### src/rtl/bsd_pkg.sv
package bsd_pkg;

  localparam int RSP_W = 3;
  typedef logic [RSP_W-1:0] rsp_t;

  // {wait, last, error}
  localparam rsp_t RSP_DONE    = 3'b000;
  localparam rsp_t RSP_ERROR   = 3'b001;
  localparam rsp_t RSP_LAST    = 3'b010;
  localparam rsp_t RSP_RETRACT = 3'b011;
  localparam rsp_t RSP_WAIT    = 3'b100;
  localparam rsp_t RSP_RETNEXT = 3'b111;

  typedef enum logic [1:0] {
    XT_IDLE = 2'b00,
    XT_RSVD = 2'b01,
    XT_NSEQ = 2'b10,
    XT_SEQ  = 2'b11
  } xfer_e;

  typedef enum logic [1:0] {
    PH_REST  = 2'b00,
    PH_DATA  = 2'b01,
    PH_FAULT = 2'b10
  } phase_e;

  function automatic logic rsp_finished(rsp_t r);
    return !r[2];
  endfunction

  function automatic logic rsp_breaks_burst(rsp_t r);
    return !r[2] && r[1];
  endfunction

  function automatic logic type_is_idle(logic [1:0] t);
    return !t[1];
  endfunction

endpackage

### src/rtl/bsd_region_match.sv
module bsd_region_match #(
  parameter int NUM_SLV = 4,
  parameter int ADDR_W  = 32,
  parameter logic [NUM_SLV*ADDR_W-1:0] RGN_BASE = '0,
  parameter logic [NUM_SLV*ADDR_W-1:0] RGN_MASK = '0,
  parameter logic [NUM_SLV-1:0]        RGN_PRIV = '0
) (
  input  logic [ADDR_W-1:0]  addr,
  input  logic               priv,
  output logic [NUM_SLV-1:0] pick,
  output logic               legal
);

  logic [NUM_SLV-1:0] hit;
  logic               found;

  function automatic logic window_hit(logic [ADDR_W-1:0] a,
                                      logic [ADDR_W-1:0] b,
                                      logic [ADDR_W-1:0] m);
    return ((a ^ b) & m) == '0;
  endfunction

  generate
    for (genvar i = 0; i < NUM_SLV; i++) begin : g_win
      assign hit[i] = window_hit(addr, RGN_BASE[i*ADDR_W +: ADDR_W],
                                 RGN_MASK[i*ADDR_W +: ADDR_W]);
    end
  endgenerate

  // lowest index wins on overlap
  always_comb begin
    pick  = '0;
    found = 1'b0;
    for (int i = 0; i < NUM_SLV; i++) begin
      if (hit[i] && !found) begin
        pick[i] = 1'b1;
        found   = 1'b1;
      end
    end
  end

  assign legal = found && !((|(pick & RGN_PRIV)) && !priv);

endmodule

### src/rtl/bsd_rsp_mux.sv
module bsd_rsp_mux
  import bsd_pkg::*;
#(
  parameter int NUM_SLV = 4
) (
  input  logic [NUM_SLV*RSP_W-1:0] slv_rsp,
  input  logic [NUM_SLV-1:0]       route,
  output rsp_t                     rsp
);

  always_comb begin
    rsp = '0;
    for (int i = 0; i < NUM_SLV; i++) begin
      if (route[i]) rsp = rsp | slv_rsp[i*RSP_W +: RSP_W];
    end
  end

endmodule

### src/rtl/bsd_ctrl.sv
module bsd_ctrl
  import bsd_pkg::*;
#(
  parameter int NUM_SLV    = 4,
  parameter bit DECODE_CYC = 1'b1
) (
  input  logic               clk,
  input  logic               rst_n,
  input  logic [1:0]         xfer_type,
  input  logic [NUM_SLV-1:0] pick,
  input  logic               legal,
  input  rsp_t               slave_rsp,
  output logic [NUM_SLV-1:0] slave_sel,
  output rsp_t               bus_rsp
);

  phase_e             ph_q;
  logic [NUM_SLV-1:0] sel_q;
  logic               map_ok_q;
  logic               redo_q;

  // named events
  wire at_rest     = (ph_q == PH_REST);
  wire idle_xfer   = type_is_idle(xfer_type);
  wire reuse       = at_rest && (xfer_type == XT_SEQ) && map_ok_q && !redo_q;
  wire fresh       = at_rest && !idle_xfer && !reuse;
  wire dec_cycle   = fresh && DECODE_CYC;
  wire dec_miss    = dec_cycle && !legal;
  wire direct_hit  = fresh && !DECODE_CYC && legal;
  wire direct_miss = fresh && !DECODE_CYC && !legal;
  wire from_slave  = reuse || direct_hit || (ph_q == PH_DATA);

  always_comb begin
    slave_sel = '0;
    bus_rsp   = RSP_DONE;
    if (ph_q == PH_DATA || reuse) begin
      slave_sel = sel_q;
      bus_rsp   = slave_rsp;
    end else if (ph_q == PH_FAULT) begin
      bus_rsp = RSP_ERROR;
    end else if (dec_cycle) begin
      slave_sel = legal ? pick : '0;
      bus_rsp   = RSP_WAIT;
    end else if (direct_hit) begin
      slave_sel = pick;
      bus_rsp   = slave_rsp;
    end else if (direct_miss) begin
      bus_rsp = RSP_ERROR;
    end
  end

  always_ff @(posedge clk or negedge rst_n) begin
    if (!rst_n) begin
      ph_q     <= PH_REST;
      sel_q    <= '0;
      map_ok_q <= 1'b0;
      redo_q   <= 1'b0;
    end else if (ph_q == PH_FAULT) begin
      ph_q <= PH_REST;
    end else if (ph_q == PH_DATA) begin
      if (rsp_finished(slave_rsp)) begin
        ph_q   <= PH_REST;
        redo_q <= slave_rsp[1];
      end
    end else if (idle_xfer) begin
      map_ok_q <= 1'b0;
      redo_q   <= 1'b0;
    end else if (reuse) begin
      if (!rsp_finished(slave_rsp)) ph_q   <= PH_DATA;
      else                          redo_q <= slave_rsp[1];
    end else if (dec_cycle) begin
      if (legal) begin
        sel_q    <= pick;
        map_ok_q <= 1'b1;
        redo_q   <= 1'b0;
        ph_q     <= PH_DATA;
      end else begin
        map_ok_q <= 1'b0;
        ph_q     <= PH_FAULT;
      end
    end else if (direct_hit) begin
      sel_q    <= pick;
      map_ok_q <= 1'b1;
      if (rsp_finished(slave_rsp)) begin
        redo_q <= slave_rsp[1];
      end else begin
        redo_q <= 1'b0;
        ph_q   <= PH_DATA;
      end
    end else begin
      map_ok_q <= 1'b0;
    end
  end

  // select frozen while a wait is pending
  p_hold_sel_r5: assert property (@(posedge clk) disable iff (!rst_n)
    (bus_rsp[2] && |slave_sel) |=> slave_sel == $past(slave_sel));

  // address-only outside a transfer is answered by the decoder
  p_idle_done_r2: assert property (@(posedge clk) disable iff (!rst_n)
    (at_rest && idle_xfer) |-> (slave_sel == '0 && bus_rsp == RSP_DONE));

  // decode cycle answers WAIT and a mapped decode is carried on
  p_dec_wait_r3: assert property (@(posedge clk) disable iff (!rst_n)
    dec_cycle |-> bus_rsp == RSP_WAIT);
  p_dec_carry_r3: assert property (@(posedge clk) disable iff (!rst_n)
    (dec_cycle && legal) |=> slave_sel == $past(pick));

  // a decode miss is followed by ERROR with no select
  p_miss_err_r7: assert property (@(posedge clk) disable iff (!rst_n)
    dec_miss |=> (bus_rsp == RSP_ERROR && slave_sel == '0));

  // a burst-break completion forbids reuse next cycle
  p_redecode_r6: assert property (@(posedge clk) disable iff (!rst_n)
    (from_slave && rsp_breaks_burst(bus_rsp)) |=> !reuse);

endmodule

### src/rtl/bus_sel_decoder.sv
module bus_sel_decoder
  import bsd_pkg::*;
#(
  parameter int NUM_SLV    = 4,
  parameter int ADDR_W     = 32,
  parameter bit DECODE_CYC = 1'b1,
  parameter logic [NUM_SLV*ADDR_W-1:0] RGN_BASE =
    {32'h2000_0000, 32'h2000_0000, 32'h1000_0000, 32'h0000_0000},
  parameter logic [NUM_SLV*ADDR_W-1:0] RGN_MASK =
    {32'hF000_0000, 32'hFFFF_0000, 32'hF000_0000, 32'hF000_0000},
  parameter logic [NUM_SLV-1:0] RGN_PRIV = 4'b0010
) (
  input  logic                     clk,
  input  logic                     rst_n,
  input  logic [1:0]               xfer_type,
  input  logic [ADDR_W-1:0]        addr,
  input  logic                     priv,
  input  logic [NUM_SLV*RSP_W-1:0] slv_rsp,
  output logic [NUM_SLV-1:0]       slave_sel,
  output logic [RSP_W-1:0]         bus_rsp
);

  logic [NUM_SLV-1:0] pick;
  logic               legal;
  rsp_t               slave_rsp;
  rsp_t               rsp_int;

  bsd_region_match #(
    .NUM_SLV (NUM_SLV),
    .ADDR_W  (ADDR_W),
    .RGN_BASE(RGN_BASE),
    .RGN_MASK(RGN_MASK),
    .RGN_PRIV(RGN_PRIV)
  ) u_map (
    .addr (addr),
    .priv (priv),
    .pick (pick),
    .legal(legal)
  );

  bsd_rsp_mux #(.NUM_SLV(NUM_SLV)) u_mux (
    .slv_rsp(slv_rsp),
    .route  (slave_sel),
    .rsp    (slave_rsp)
  );

  bsd_ctrl #(.NUM_SLV(NUM_SLV), .DECODE_CYC(DECODE_CYC)) u_ctrl (
    .clk      (clk),
    .rst_n    (rst_n),
    .xfer_type(xfer_type),
    .pick     (pick),
    .legal    (legal),
    .slave_rsp(slave_rsp),
    .slave_sel(slave_sel),
    .bus_rsp  (rsp_int)
  );

  assign bus_rsp = rsp_int;

  // select is never more than one-hot, priority pick likewise
  p_sel_onehot_r1: assert property (@(posedge clk) disable iff (!rst_n)
    $onehot0(slave_sel));
  p_pick_onehot_r1: assert property (@(posedge clk) disable iff (!rst_n)
    $onehot0(pick));

  // response defined every cycle
  p_rsp_known_r11: assert property (@(posedge clk) disable iff (!rst_n)
    !$isunknown(bus_rsp));

endmodule

### config.mk
export PLATFORM = sky130hd
export DESIGN_NAME = bus_sel_decoder
export DESIGN_NICKNAME = d
export VERILOG_FILES = /design/src/rtl/bsd_pkg.sv /design/src/rtl/bsd_region_match.sv /design/src/rtl/bsd_rsp_mux.sv /design/src/rtl/bsd_ctrl.sv /design/src/rtl/bus_sel_decoder.sv
export SDC_FILE = /design/constraint.sdc
export NUM_CORES = 1
export LEC_CHECK = 0
export CAP_MARGIN = 20
export CORE_MARGIN = 4
export CORE_UTILIZATION = 33
export DETAILED_ROUTE_END_ITERATION = 16
export PLACE_DENSITY = 0.8
export REMOVE_ABC_BUFFERS = 1
export SETUP_SLACK_MARGIN = 0.02
export SYNTH_ARGS = -nofsm -noshare
export SYNTH_HDL_FRONTEND = slang
export SYNTH_SLANG_ARGS = --single-unit
### constraint.sdc
create_clock -name clk -period 3 [get_ports clk]
set_input_delay 0.3 -clock clk [delete_from_list [all_inputs] [get_ports clk]]
set_output_delay 0.3 -clock clk [all_outputs]
set_load 0.02 [all_outputs]
==> results of run 1 <==
==> critical path, delay by kind of cell (launching register included) <==
kind            cells  cell delay, ns
fa+ha+maj           1            0.33
simple gates        1            0.09
flops               1            0.39
buf+inv             3            0.62
compound gates      3            0.80
==> per-stage QoR <==
step | util (%) | cells | setup WS [ns]
6_report | 61.45 | 156 | 0.2238
2_1_floorplan | - | 77 | 0.6087
3_5_place_dp | 60.33 | 153 | 0.06311
4_1_cts | 61.32 | 156 | 0.07172
3_3_place_gp | 60.33 | 153 | 0.08191
5_1_grt | 61.45 | 156 | 0.07740
==> power breakdown <==
group          switching [W]  internal (W)  leakage (nW)
clock              0.0000349     0.0000457        0.0138
sequential         0.0000247      0.000143         0.107
combinational       0.000221      0.000234         0.424
total               0.000281      0.000422         0.544
==> layout make-up <==
class | count | area [um^2]
multi-input cells | 66 | 509.2
fillers | 169 | 779.5
inverters | 3 | 11.26
repair buffers | 49 | 465.4
clock buffers | 3 | 22.52
flip-flops and latches | 8 | 200.2
well taps | 27 | 33.78
==> worst min path at each step <==
stage | end | depth (start not counted) | slack, ns | startpoint
finish | u_ctrl.sel_q[0] | 1 | 0.34 | rst_n
floorplan | u_ctrl.map_ok_q | 0 | 0.004 | rst_n
global placement | u_ctrl.sel_q[3] | 2 | 0.46 | u_ctrl.sel_q[3]
CTS | u_ctrl.sel_q[0] | 1 | 0.34 | rst_n
global route | u_ctrl.sel_q[0] | 1 | 0.35 | rst_n
detailed placement | u_ctrl.sel_q[3] | 2 | 0.47 | u_ctrl.sel_q[3]
==> flip-flops by register name, indices dropped and copies added, names as in the netlist <==
register and flops:
u_ctrl.redo_q 1, u_ctrl.map_ok_q 1, u_ctrl.ph_q 2, u_ctrl.sel_q 4
==> placed cells by master (no fill, tap or decap), drive strengths merged, types with 2 or more instances in the layout <==
| master | Yosys | routed |
|---|---|---|
| a21oi | 3 | 3 |
| a22o | 3 | 3 |
| a32o | 3 | 3 |
| buf | 0 | 10 |
| clkbuf | 0 | 3 |
| clkdlybuf4s50 | 0 | 36 |
| dfrtp | 8 | 8 |
| dlygate4sd2 | 0 | 2 |
| ha | 4 | 4 |
| inv | 3 | 3 |
| nand2 | 11 | 11 |
| nand3 | 2 | 2 |
| nor2 | 8 | 8 |
| nor4 | 4 | 4 |
| nor4b | 2 | 2 |
| o21ai | 7 | 7 |
==> routing by layer <==
metal / part of all wire (%) / global-route usage, %
met5: 0 / 0
met4: 1.7 / 10.37
met3: 5.7 / 1.907
met2: 51 / 31.89
met1: 41 / 18.09
==> cell families (layout without fill, tap and decap cells) <==
group / count (synthesis) / after routing / share of synthesized area, %
multiplexers: 2 / 2 / 3.472
AND/OR/NAND/NOR: 33 / 33 / 30.04
buffers and inverters: 3 / 55 / 1.562
flip-flops: 8 / 8 / 27.78
adder cells (fa/ha/maj): 4 / 4 / 6.945
AO/OA/AOI/OAI: 27 / 27 / 30.21
==> what timing repair did <==
action | in CTS | in global routing
endpoints found under the setup margin | 2 | 1
resized for setup | 2 | 1
setup buffers | 0 | 0
pin swaps | 0 | 0
==> impl_metrics.ini, run 1 <==
[worst_setup_path]
cp-end-kind = output port
cpPeakStageDelay_ns = 0.39
start_kind = register
r2r_start = u_ctrl.ph_q[0]
required_ns = 2.70
endpoint = bus_rsp[1]
worstSetupPathType = reg -> out
worstSetupStartpoint = u_ctrl.ph_q[0]
crit_chain = inv_1 -> ha_1 -> nor4_2 -> buf_4 -> a32o_2 -> a222oi_1 -> a21oi_1 -> dlygate4sd2_1
worstReg2RegEnd = u_ctrl.ph_q[1]
ff2ff_path_depth = 9
cp_data_arrival_time_ns = 2.48
rrSetupSlack_ns = 0.41
slowest_stage = dfrtp_1
cp_max_fo = 7

[logic_synthesis]
ys_ff_latch = 8
yosysMostFrequentCell = nand2_1
synthesis.area_um2 = 720.7
synth.avg_cell_area_um2 = 9.360
yosysTopAreaCellShare_pct = 27.78
ys_types = 36
async_flop_share_pct = 100.0
synth-main-ff-cell = dfrtp_1
synth_top_cell_by_area = dfrtp_1
synthTopCellsByArea = dfrtp_1 (28%), ha_1 (6.9%), nor4_2 (6.9%)
ys_warn_count = 0
synth_seq_area_share_pct = 27.78
synth_commonest_cells = nand2_1 (11), dfrtp_1 (8), nor2_1 (7), o21ai_0 (5)
synthCells = 77
synth-edff-count = 0

[grt]
grt_pass1_vias = 892
gr-total-overflow = 0
grt_antenna_before_repair = 0
grt_max_degree = 9
grt_pass1_wl_um = 3650
grt_usage_pct = 17.16

[route]
wirelength_um = 2297
vias = 841
avgViaCountPerCell = 5.391
ant_nets = 0
first_pass_iters = 4
wl_per_cell_um = 14.72
drc = 0
drtIter0Drc = 11

[pwr]
total_power_w = 0.0007026
irDropWorstVdd_uv = 351.5
p_leak_nw = 0.5445
p_per_area_nw_per_um2 = 565.5

[cts]
clk_pin_slew_ns = 0.06
cts_root_buffer = clkbuf_4
insertion_delay_ns = 0.25
h-tree-depth = 1
clk_path_buf_depth = 2
postCtsHoldBufs = 0
cts_buffers = 3
cts_num_sinks = 8
cts_tree = yes

[timing]
fin_crit_sh_pct = 92.54
tns_ns = 0
final_max_slew_viol_count = 0
setup_viol = 0
slew_headroom_pct = 64.96
fmax_ghz = 0.3602
hold_viol_final = 0
rsz0062_at_grt = no
tightest_slew_ns = 0.5209
post-route-min-period_ns = 2.776
holdWs_ns = 0.3385
fin_skew_ns = 0.004075

[floorplanning]
die_area_um2 = 2995
start_util_pct = 35.64
pin_count = 56
core_area_um2 = 2022
rows = 16
die_h_um = 54.73
die_w_um = 54.73

[placed_design]
gp_congestion = 0.8629
io_buffer_count = 39
place_area_um2 = 1220
hpwl_um = 1978

[finish]
drive_gt1_share_pct = 19.38
nNetsFinal = 184
final_area_um2 = 1242
diodes = 0
synthToLayoutAreaGrowth_pct = 72.40

[job]
maxCapViolCount = 0

[worst_hold_path]
hold_path_class = in -> async

[outcome]
status = finished, final reports clean
Note: power is estimated with default switching activity, not from simulation.
==> run 2, diff against run 1 <==
--- a/config.mk
+++ b/config.mk
@@ -6,7 +6,6 @@
 export NUM_CORES = 1
 export LEC_CHECK = 0
 export CAP_MARGIN = 20
-export CORE_MARGIN = 4
 export CORE_UTILIZATION = 33
 export DETAILED_ROUTE_END_ITERATION = 16
 export PLACE_DENSITY = 0.8
@@ -15,3 +14,4 @@
 export SYNTH_ARGS = -nofsm -noshare
 export SYNTH_HDL_FRONTEND = slang
 export SYNTH_SLANG_ARGS = --single-unit
+export TNS_END_PERCENT = 50
==> run 2 against run 1 <==
Final cell count down 1.3%. Wire length down 13%. Utilization is 0.99 points higher. Combinational power grew 4%. Clock power fell by 6.9%. Highest routed layer is now met3. Die area shrank 21%. Critical path type unchanged. Clock skew is 0.0036 ns lower. Sequential share of layout area decreased by 0.097 points. Power is 2.3% higher. Count of clock-buffer cells in the layout is the same.
==> impl_metrics.ini, run 2 (synthesis results as in run 1) <==
[outcome]
status = finished, final reports clean

[finish]
largest-register = u_ctrl.sel_q
final_area_um2 = 1250
final.fill_count = 172
final_common_cell = clkdlybuf4s50_1
synthToLayoutAreaGrowth_pct = 73.44
multi_input_area_um2 = 531.8
stdcell_count = 154
diodes = 0
reg.largest.list = u_ctrl.sel_q (4), u_ctrl.ph_q (2)
nNetsFinal = 182
drive_gt1_share_pct = 21.26
final_cell_mix = clkdlybuf4s50_1 (36), nand2_1 (10), buf_4 (8), dfrtp_1 (8), nor2_1 (7)
largest_reg_flops = 4
regArea_um2 = 200.2

[placed_design]
placedCellCount = 151
place_area_um2 = 1205
hpwl_um = 1722
io_buffer_count = 39
gp_congestion = 0.8855

[floorplanning]
core_area_um2 = 2002
die_h_um = 48.73
die_area_um2 = 2375
start_util_pct = 36.00
die_w_um = 48.73
rows = 16
pin_count = 56

[cts]
clk_path_buf_depth = 2
cts_root_buffer = clkbuf_4
clk_pin_slew_ns = 0.05
cts_num_sinks = 8
post_cts_buffers = 0
h-tree-depth = 1
cts_buffers = 3
postCtsHoldBufs = 0
cts_tree = yes
insertion_delay_ns = 0.24

[route]
wirelength_um = 1997
ant_nets = 0
first_pass_iters = 4
wl_per_cell_um = 12.97
avgViaCountPerCell = 5.305
drtIter0Drc = 10
drc = 0
vias = 817

[grt]
grt_max_degree = 9
grt_pass1_vias = 820
grt_usage_pct = 18.12
grt_pass1_wl_um = 3387
gr-total-overflow = 0
grt_antenna_before_repair = 0

[timing]
hold_viol_final = 0
slew_headroom_pct = 66.89
fin_crit_sh_pct = 91.28
fin_skew_ns = 0.0004299
fmax_ghz = 0.3652
final_max_slew_viol_count = 0
rsz0062_at_grt = no
setup_viol = 0
post-route-min-period_ns = 2.738
tightest_slew_ns = 0.4922

[worst_setup_path]
cp-end-kind = output port
required_ns = 2.70
cp_data_arrival_time_ns = 2.44
worstSetupPathType = reg -> out
start_kind = register
cp_max_fo = 6

[pwr]
p_per_area_nw_per_um2 = 574.8
irDropWorstVdd_uv = 313.6
p_leak_nw = 0.5355
total_power_w = 0.0007185

[worst_hold_path]
hold_path_class = in -> async

[job]
maxCapViolCount = 0
==> run 2: layout make-up <==
type | instances | share of cell area (%)
Tap cell | 27 | 2.703
Sequential cell | 8 | 16.02
Timing Repair Buffer | 47 | 36.04
Multi-Input combinational cell | 66 | 42.54
Inverter | 3 | 0.9009
Clock buffer | 3 | 1.802
==> run 2: report_power, final <==
part / internal (W) / total, W / switching, W
combinational: 0.000244 / 0.000474 / 0.000230
clock: 0.0000453 / 0.0000750 / 0.0000297
sequential: 0.000143 / 0.000169 / 0.0000265
==> run 2: per-stage QoR <==
step / setup TNS, ns / setup slack [ns] / hold WS [ns] / utilization, %
6_report: 0 / 0.2617 / 0.3325 / 62.44
5_1_grt: 0 / 0.05619 / 0.3462 / 62.44
4_1_cts: 0 / 0.07602 / 0.3313 / 62.19
3_5_place_dp: -0.001759 / -0.001759 / 0.4811 / 60.19
3_3_place_gp: 0 / 0.03442 / 0.4645 / 60.19
2_1_floorplan: 0 / 0.6087 / 0.004409 / -
==> run 2: timing repair <==
item,in CTS,in global routing
resized for setup,6,2
pin swaps,1,0
endpoints found under the setup margin,3,1
==> run 2: worst paths after layout <==
kind,end,start,cells after the start,slack (ns)
setup reg to reg,u_ctrl.ph_q[1],u_ctrl.ph_q[0],10,0.45
hold reg to reg,u_ctrl.sel_q[3],u_ctrl.sel_q[3],2,0.49
hold / removal,u_ctrl.sel_q[1],rst_n,1,0.33
max in group asynchronous,u_ctrl.map_ok_q,rst_n,1,2.41
min in group clk,u_ctrl.sel_q[3],u_ctrl.sel_q[3],2,0.49
setup / recovery,bus_rsp[1],u_ctrl.ph_q[0],9,0.26
==> run 2: worst max-delay path, stage by stage (launching register included) <==
cell	delay, ns
dfrtp_1	0.38
inv_1	0.09
ha_1	0.22
nand2_2	0.15
o21ai_1	0.09
buf_4	0.16
a32o_2	0.25
a222oi_1	0.38
a21oi_1	0.14
dlygate4sd2_1	0.34
==> run 2: layer usage <==
metal / vias up / global-route usage (%) / wire length [um] / share of wire (%)
li1: 404 / - / - / -
met1: 373 / 20.35 / 825 / 41
met2: 40 / 34.03 / 1014 / 51
met3: 0 / 3.145 / 158 / 7.9
met4: 0 / 5.882 / 0 / 0
met5: - / 0 / 0 / 0
==> run 3, diff against run 2 <==
--- a/config.mk
+++ b/config.mk
@@ -6,9 +6,10 @@
 export NUM_CORES = 1
 export LEC_CHECK = 0
 export CAP_MARGIN = 20
-export CORE_UTILIZATION = 33
+export CORE_UTILIZATION = 30
 export DETAILED_ROUTE_END_ITERATION = 16
-export PLACE_DENSITY = 0.8
+export PLACE_DENSITY = 0.74
+export RECOVER_POWER = 100
 export REMOVE_ABC_BUFFERS = 1
 export SETUP_SLACK_MARGIN = 0.02
 export SYNTH_ARGS = -nofsm -noshare
==> run 3 against run 2 <==
Utilization decreased by 8.3 points. Die area is 9.6% higher. Worst hold slack better by 0.064 ns. Critical endpoint unchanged. Largest power group unchanged.
==> impl_metrics.ini, run 3 (synthesis results as in run 1) <==
[route]
avgViaCountPerCell = 5.327
highest_layer = met3
first_pass_iters = 4
wl_met2_um = 1082
wirelength_um = 2037
wl_met3_um = 157
vias = 815
drtIter0Drc = 10
ant_nets = 0
drc = 0
met1Wirelength_um = 797
wl_per_cell_um = 13.31

[pwr]
irDropWorstVdd_uv = 241.0
p_per_area_nw_per_um2 = 554.5
total_power_w = 0.0006702
p_leak_nw = 0.5265

[timing]
finalWorstSetupSlack_ns = 0.2143
slew_headroom_pct = 66.20
fin_crit_sh_pct = 92.86
hold_viol_final = 0
fin_skew_ns = 0.001958
rsz0062_at_grt = no
post-route-min-period_ns = 2.786
setup_viol = 0
tightest_slew_ns = 0.5025
fmax_ghz = 0.3590
final_max_slew_viol_count = 0

[placed_design]
place_area_um2 = 1191
io_buffer_count = 39
placedCellCount = 150
gp_congestion = 0.8323
hpwl_um = 1777
pre_cts_slack_ns = -0.01134

[floorplanning]
die_h_um = 51.02
die_area_um2 = 2603
pin_count = 56
start_util_pct = 32.27
die_w_um = 51.02
rows = 17
core_area_um2 = 2233

[finish]
final_area_um2 = 1209
final_cell_mix = clkdlybuf4s50_1 (30), nand2_1 (11), dfrtp_1 (8), nor2_1 (7)
diodes = 0
largest_reg_flops = 4
largest-register = u_ctrl.sel_q
drive_gt1_share_pct = 17.60
stdcell_count = 153
final_common_cell = clkdlybuf4s50_1
synthToLayoutAreaGrowth_pct = 67.71
nNetsFinal = 180
final.fill_count = 223
reg.largest.list = u_ctrl.sel_q (4), u_ctrl.ph_q (2)

[worst_hold_path]
hold_path_class = in -> async

[cts]
clk_pin_slew_ns = 0.05
post_cts_buffers = 0
cts_tree = yes
clk_path_buf_depth = 2
cts_resized = 3
cts_num_sinks = 8
cts_root_buffer = clkbuf_4
insertion_delay_ns = 0.24
h-tree-depth = 1
postCtsHoldBufs = 0
cts_buffers = 3

[worst_setup_path]
start_kind = register
cpPeakStageDelay_ns = 0.37
required_ns = 2.70
slowest_stage = dfrtp_1
worstSetupPathType = reg -> out
cp-end-kind = output port
cp_data_arrival_time_ns = 2.49
cp_max_fo = 6
worstSetupStartpoint = u_ctrl.ph_q[0]
ff2ff_path_depth = 11
rrSetupSlack_ns = 0.31
endpoint = bus_rsp[1]
worstReg2RegEnd = u_ctrl.ph_q[1]
crit_chain = inv_1 -> ha_1 -> nand2_1 -> o21ai_1 -> clkbuf_2 -> a32o_2 -> a222oi_1 -> a21oi_1 -> dlygate4sd2_1
r2r_start = u_ctrl.ph_q[0]

[outcome]
status = finished, final reports clean

[grt]
grt_pass1_vias = 810
grt_pass1_wl_um = 3277
grt_usage_pct = 16.57
gr-total-overflow = 0
grt_max_degree = 9
grt_antenna_before_repair = 0

[job]
maxCapViolCount = 0
-- run 3: cell count changes in the layout (fill, tap and decap cells not counted), moves of 2 or more --
cell	before	now
dlygate4sd3_1	0	6
ha_2	2	0
buf_4	8	5
clkdlybuf4s50_1	36	30
ha_1	2	4
-- run 3: worst max-delay path: cells and delay by family, from the launching register on --
kind	cells	cell delay, ns
DFF	1	0.37
buffers and inverters	3	0.61
and+or+nand+nor	1	0.18
adders and majority gates	1	0.22
AOI/OAI and AO/OA	4	0.87
-- run 3: how the worst min path moves through the flow --
stage	cells after the start	endpoint	from	slack [ns]
2_1_floorplan	0	u_ctrl.map_ok_q	rst_n	0.004
3_3_place_gp	2	u_ctrl.sel_q[3]	u_ctrl.sel_q[3]	0.47
3_5_place_dp	2	u_ctrl.sel_q[3]	u_ctrl.sel_q[3]	0.47
4_1_cts	1	u_ctrl.redo_q	rst_n	0.33
5_1_grt	1	u_ctrl.sel_q[1]	rst_n	0.40
6_report	1	u_ctrl.redo_q	rst_n	0.40
-- run 3: layout make-up --
type                       count  area, um^2  area share [%]
clock buffer                   3       22.52           1.863
inverter                       3       11.26          0.9317
multi-input combinational     66       515.5           42.65
sequential                     8       200.2           16.56
tap                           28       35.03           2.899
timing repair buffer          45       424.2           35.09
-- run 3: through the flow --
stage / TNS (ns) / hold WS (ns) / utilization (%)
final: 0 / 0.3962 / 54.12
after global placement: 0 / 0.4669 / 53.33
after floorplan: 0 / 0.004409 / -
after detailed placement: -0.01134 / 0.4733 / 53.33
after CTS: 0 / 0.3332 / 54.51
after global routing: 0 / 0.4034 / 54.12
-- run 3: report_power, final --
group          total [W]  internal, W  switching (W)
sequential      0.000166     0.000143      0.0000236
combinational   0.000428     0.000210       0.000218
clock          0.0000761    0.0000454      0.0000307
-- run 3: routing by layer --
layer | vias to the layer above | track usage (%)
met3 | 0 | 3.571
met4 | 0 | 4.630
met1 | 377 | 17.30
met5 | - | 0
met2 | 37 | 32.46
li1 | 401 | -
